$ cat src/rtl/lift97_fwd.sv
module lift97_fwd #(
  parameter int DW         = 16,
  parameter int GUARD      = 4,
  parameter int CW         = 16,
  parameter int FRAC       = 14,
  parameter int C_ALPHA    = -25987,
  parameter int C_BETA     = -868,
  parameter int C_GAMMA    = 14466,
  parameter int C_DELTA    = 7266,
  parameter int C_K        = 18835,
  parameter int C_KINV     = 14252,
  parameter bit SWAP_SCALE = 1'b0
) (
  input  logic                        clk,
  input  logic                        rst,
  input  logic                        in_valid,
  input  logic signed [DW-1:0]        in_even,
  input  logic signed [DW-1:0]        in_odd,
  input  logic                        in_sol,
  input  logic                        in_eol,
  output logic                        out_valid,
  output logic signed [DW+GUARD-1:0]  out_low,
  output logic signed [DW+GUARD-1:0]  out_high,
  output logic                        out_sol,
  output logic                        out_eol
);
  localparam int W  = DW + GUARD;
  localparam int PW = W + 1 + CW;
  localparam int KL = SWAP_SCALE ? C_KINV : C_K;
  localparam int KH = SWAP_SCALE ? C_K : C_KINV;

  typedef logic signed [W-1:0] word_t;
  typedef logic signed [W:0]   wide_t;

  function automatic wide_t pair_sum(input word_t x, input word_t y);
    return wide_t'(x) + wide_t'(y);
  endfunction

  function automatic word_t lmul(input wide_t x, input int c);
    logic signed [CW-1:0] cc;
    logic signed [PW-1:0] xe, ce, p;
    cc = CW'(c);
    xe = PW'(x);
    ce = PW'(cc);
    p  = xe * ce + (PW'(1) <<< (FRAC - 1));
    return word_t'(p >>> FRAC);
  endfunction

  // stage 1: first predict, holds one pair until its right neighbour arrives
  logic  a_v, a_sol, a_eol;
  word_t a_e, a_o;
  logic  fire_a;
  word_t a_nxt, d1;

  assign fire_a = a_v & (a_eol | in_valid);
  assign a_nxt  = a_eol ? a_e : word_t'(in_even);
  assign d1     = a_o + lmul(pair_sum(a_e, a_nxt), C_ALPHA);

  // stage 2: first update, keeps the previous d1
  logic  b_v, b_sol, b_eol;
  word_t b_e, b_d, b_dprev;
  word_t s1;

  assign s1 = b_e + lmul(pair_sum(b_sol ? b_d : b_dprev, b_d), C_BETA);

  logic  c_v, c_sol, c_eol;
  word_t c_s, c_d;

  // stage 3: second predict, same holding scheme as stage 1
  logic  h_v, h_sol, h_eol;
  word_t h_s, h_d;
  logic  fire_h;
  word_t h_nxt, d2;

  assign fire_h = h_v & (h_eol | c_v);
  assign h_nxt  = h_eol ? h_s : c_s;
  assign d2     = h_d + lmul(pair_sum(h_s, h_nxt), C_GAMMA);

  // stage 4: second update
  logic  d_v, d_sol, d_eol;
  word_t d_s, d_d, d_dprev;
  word_t s2;

  assign s2 = d_s + lmul(pair_sum(d_sol ? d_d : d_dprev, d_d), C_DELTA);

  logic  e_v, e_sol, e_eol;
  word_t e_s, e_d;

  always_ff @(posedge clk) begin
    if (rst) begin
      a_v       <= 1'b0;
      b_v       <= 1'b0;
      c_v       <= 1'b0;
      h_v       <= 1'b0;
      d_v       <= 1'b0;
      e_v       <= 1'b0;
      out_valid <= 1'b0;
    end else begin
      if (in_valid)    a_v <= 1'b1;
      else if (fire_a) a_v <= 1'b0;
      b_v <= fire_a;
      c_v <= b_v;
      if (c_v)         h_v <= 1'b1;
      else if (fire_h) h_v <= 1'b0;
      d_v       <= fire_h;
      e_v       <= d_v;
      out_valid <= e_v;
    end
  end

  always_ff @(posedge clk) begin
    if (in_valid) begin
      a_e   <= word_t'(in_even);
      a_o   <= word_t'(in_odd);
      a_sol <= in_sol;
      a_eol <= in_eol;
    end
    if (fire_a) begin
      b_e   <= a_e;
      b_d   <= d1;
      b_sol <= a_sol;
      b_eol <= a_eol;
    end
    if (b_v) begin
      b_dprev <= b_d;
      c_s     <= s1;
      c_d     <= b_d;
      c_sol   <= b_sol;
      c_eol   <= b_eol;
    end
    if (c_v) begin
      h_s   <= c_s;
      h_d   <= c_d;
      h_sol <= c_sol;
      h_eol <= c_eol;
    end
    if (fire_h) begin
      d_s   <= h_s;
      d_d   <= d2;
      d_sol <= h_sol;
      d_eol <= h_eol;
    end
    if (d_v) begin
      d_dprev <= d_d;
      e_s     <= s2;
      e_d     <= d_d;
      e_sol   <= d_sol;
      e_eol   <= d_eol;
    end
    if (e_v) begin
      out_low  <= lmul(wide_t'(e_s), KL);
      out_high <= lmul(wide_t'(e_d), KH);
      out_sol  <= e_sol;
      out_eol  <= e_eol;
    end
  end
endmodule

$ cat config.mk
export PLATFORM = sky130hd
export DESIGN_NAME = lift97_fwd
export DESIGN_NICKNAME = d
export VERILOG_FILES = /design/src/rtl/lift97_fwd.sv
export SDC_FILE = /design/constraint.sdc
export NUM_CORES = 2
export LEC_CHECK = 0
export BUFFER_PORTS_ARGS = -buffer_cell sky130_fd_sc_hd__buf_2
export CAP_MARGIN = 20
export CORE_ASPECT_RATIO = 0.75
export CORE_UTILIZATION = 50
export DETAILED_ROUTE_END_ITERATION = 8
export PLACE_DENSITY = 0.72
export SETUP_SLACK_MARGIN = 0.5
export SLEW_MARGIN = 25
export SYNTH_ARGS = -nofsm -noshare
export SYNTH_HDL_FRONTEND = slang
export SYNTH_SLANG_ARGS = --single-unit
$ cat constraint.sdc
create_clock -name clk -period 31.2 [get_ports clk]
set_input_delay 3.12 -clock clk [delete_from_list [all_inputs] [get_ports clk]]
set_output_delay 3.12 -clock clk [all_outputs]
set_load 0.02 [all_outputs]
==> results.tsv <==
metric	value	unit
status	finished, violations left	
failing checks	design-rule violations	
RSZ-0062 raised after global routing	no	
Total Neg Setup Slack	0	ns
Die ar.	0.0934	mm²
Longest Clk Path Bufs	3	
Distinct cells, synth	99	
starting density of the core	0.504	
DIE HEIGHT	265	µm
synthesized area	0.0461	mm²
Worst Path Arrival	13.74	ns
Worst Hold Class	reg2reg	
CTS root buf	clkbuf_16	
gr ovfl total	0	
CP Capture Type	register	
crit path max fanout	6	
TritonCTS clock tree	yes	
Slew @ Worst Pin	1.02	ns
pin count of the biggest net entering global routing	45	
Post-CTS Setup Bufs	0	
Tot GR Track Use	0.219	
f_max	74.6	MHz
H-tree levels	2	
Crit Path Class	in2reg	
slowest stage delay, CP	0.64	ns
top-level port count	80	
Post-Syn Instances	4574	
critical path launch point type	input port	
antenna-violating nets left	0	
vias per cell	5.30	
Async SR Flop Fraction	0	
WL per Instance	16.6	µm
latest clock arrival within the worst-skew pair	0.60	ns
Routability Congestion	0.919	
first-pass GRT wire length	165000	µm
YS warnings	0	
die width	353	µm
final hold vios	0	
Final Setup Violations	0	
number of clock sinks	289	
Final Cycle Share	0.429	
# port buffers	79	
initial antenna violation count	5	
Mapped Nets	5974	
drt drc	2	
register area	0.00862	mm²
CTS Hold Bufs	0	
pins over their slew limit	0	
core area	0.0914	mm²
Syn-to-layout area delta	6.86	%
ys flop type	edfxtp_1	
crit path max-delay cell type	a2111oi_0	
Routed WL	98200	µm
min Tclk post-route	13.40	ns
# Max-Cap Violations	0	
area of the multi-input gates	0.0334	mm²
Yosys reg bits	289	
drt pass-1 iters	7	
FILL cells	7969	
Via Count	31400	
Worst-path clk slew	0.06	ns
Post-synth EDFFs	282	
Max-slew headroom	0.314	
syn avg cell area	10.1	µm²
hpwl dp	84300	µm
critical path data required time	31.54	ns
Final Skew	0.0331	ns
vias in the first global route	31900	
cell row count	96	
total CTS buffers	37	
most used cell, CP	fa_1	
Seq/Total Area, Yosys	0.187	
layout cells sized above 1	0.0554	
Resized cells post-CTS	0	
first-iteration detailed-routing DRC count	1813	
Final nets	6067	
## through the flow
step                hold WS (ns)  utilization  worst slack (ns)  instance area (µm²)  instances
CTS                        0.422        0.539             17.82                49200       5921
finish                     0.421        0.539             17.80                49200       5922
detailed placement         0.405        0.525             17.27                48000       5853
floorplan                  0.400            -             18.70                46100       4574
global route               0.426        0.539             17.08                49200       5922
global placement           0.401        0.525             17.54                48000       5853
## cell families after synthesis
group                      share of synthesized area
DFF                                            0.187
adders and majority gates                      0.461
xor gates and xnor gates                      0.0759
buffers and inverters                         0.0883
muxes                                         0.0159
and+or+nand+nor                               0.0765
AOI/OAI and AO/OA                             0.0959
## worst paths after layout
path,endpoint,cells after the start,slack [ns],start
worst max-delay path,b_d[19],41,17.80,in_even[0]
worst min-delay path,h_eol,0,0.42,c_eol
worst max register to register,b_d[19],40,19.38,a_eol
worst min register to register,h_eol,0,0.42,c_eol
## routing by layer
metal | part of all wire | track usage | up-vias
li1 | - | - | 15400
met1 | 0.48 | 0.314 | 15300
met2 | 0.45 | 0.348 | 575
met3 | 0.051 | 0.0297 | 107
met4 | 0.023 | 0.0543 | 0
met5 | 0 | 0 | -
## cell usage in the layout (no fill, tap or decap), types with 25 or more instances in the layout
| cell type | Yosys | routed |
|---|---|---|
| a211oi_1 | 27 | 27 |
| a21o_1 | 79 | 79 |
| a21oi_1 | 191 | 191 |
| and3_1 | 27 | 27 |
| buf_2 | 3 | 79 |
| clkbuf_16 | 0 | 37 |
| edfxtp_1 | 282 | 282 |
| fa_1 | 551 | 551 |
| ha_1 | 812 | 812 |
| inv_1 | 1047 | 1047 |
| mux2_2 | 59 | 59 |
| nand2_1 | 154 | 154 |
| nand2b_1 | 27 | 27 |
| nand3_1 | 65 | 65 |
| nor2_1 | 182 | 182 |
| nor2b_1 | 38 | 38 |
| nor3_1 | 82 | 82 |
| o21a_1 | 52 | 50 |
| o21ai_0 | 124 | 124 |
| o21bai_1 | 25 | 25 |
| or3_1 | 26 | 26 |
| xnor2_1 | 269 | 269 |
| xor2_1 | 120 | 120 |
## synth_stat cells, types with 29 or more instances
master | number | area share
mux2_2 | 59 | 0.014
fa_1 | 551 | 0.24
clkbuf_1 | 29 | 0.0024
nor2_1 | 182 | 0.015
nand2_1 | 154 | 0.013
nand3_1 | 65 | 0.0071
nor2b_1 | 38 | 0.0052
xor2_1 | 120 | 0.023
nor3_1 | 82 | 0.0089
edfxtp_1 | 282 | 0.18
xnor2_1 | 269 | 0.051
inv_1 | 1047 | 0.085
a21oi_1 | 191 | 0.021
ha_1 | 812 | 0.22
o21ai_0 | 124 | 0.013
o21a_1 | 52 | 0.0085
a21o_1 | 79 | 0.013
## critical path: cells and delay by family
kind / cells / cell delay, ns
AO/OA/AOI/OAI: 18 / 4.31
XOR/XNOR: 2 / 0.51
adder cells (fa/ha/maj): 10 / 4.57
buffers and inverters: 5 / 0.36
multiplexers: 1 / 0.26
AND/OR/NAND/NOR: 5 / 0.56
## registers in the layout, indices dropped and copies added (netlist names), 16 cells and up
register  count
b_e          16
h_d          20
d_d          20
c_s          20
b_d          20
e_d          20
a_o          16
out_low      20
a_e          16
e_s          20
d_s          20
h_s          20
c_d          20
out_high     20
## layout make-up
type | instances | share of cell area
inverter | 1048 | 0.0799
timing repair buffer | 89 | 0.00956
clock buffer | 43 | 0.0193
antenna | 1 | 0.0000508
multi-input combinational | 3202 | 0.679
sequential | 289 | 0.175
tap | 1225 | 0.0311
clock inverter | 25 | 0.00595
Power is not shown: default switching activity piles up to over one toggle a cycle in this logic, so the estimate is an artifact.
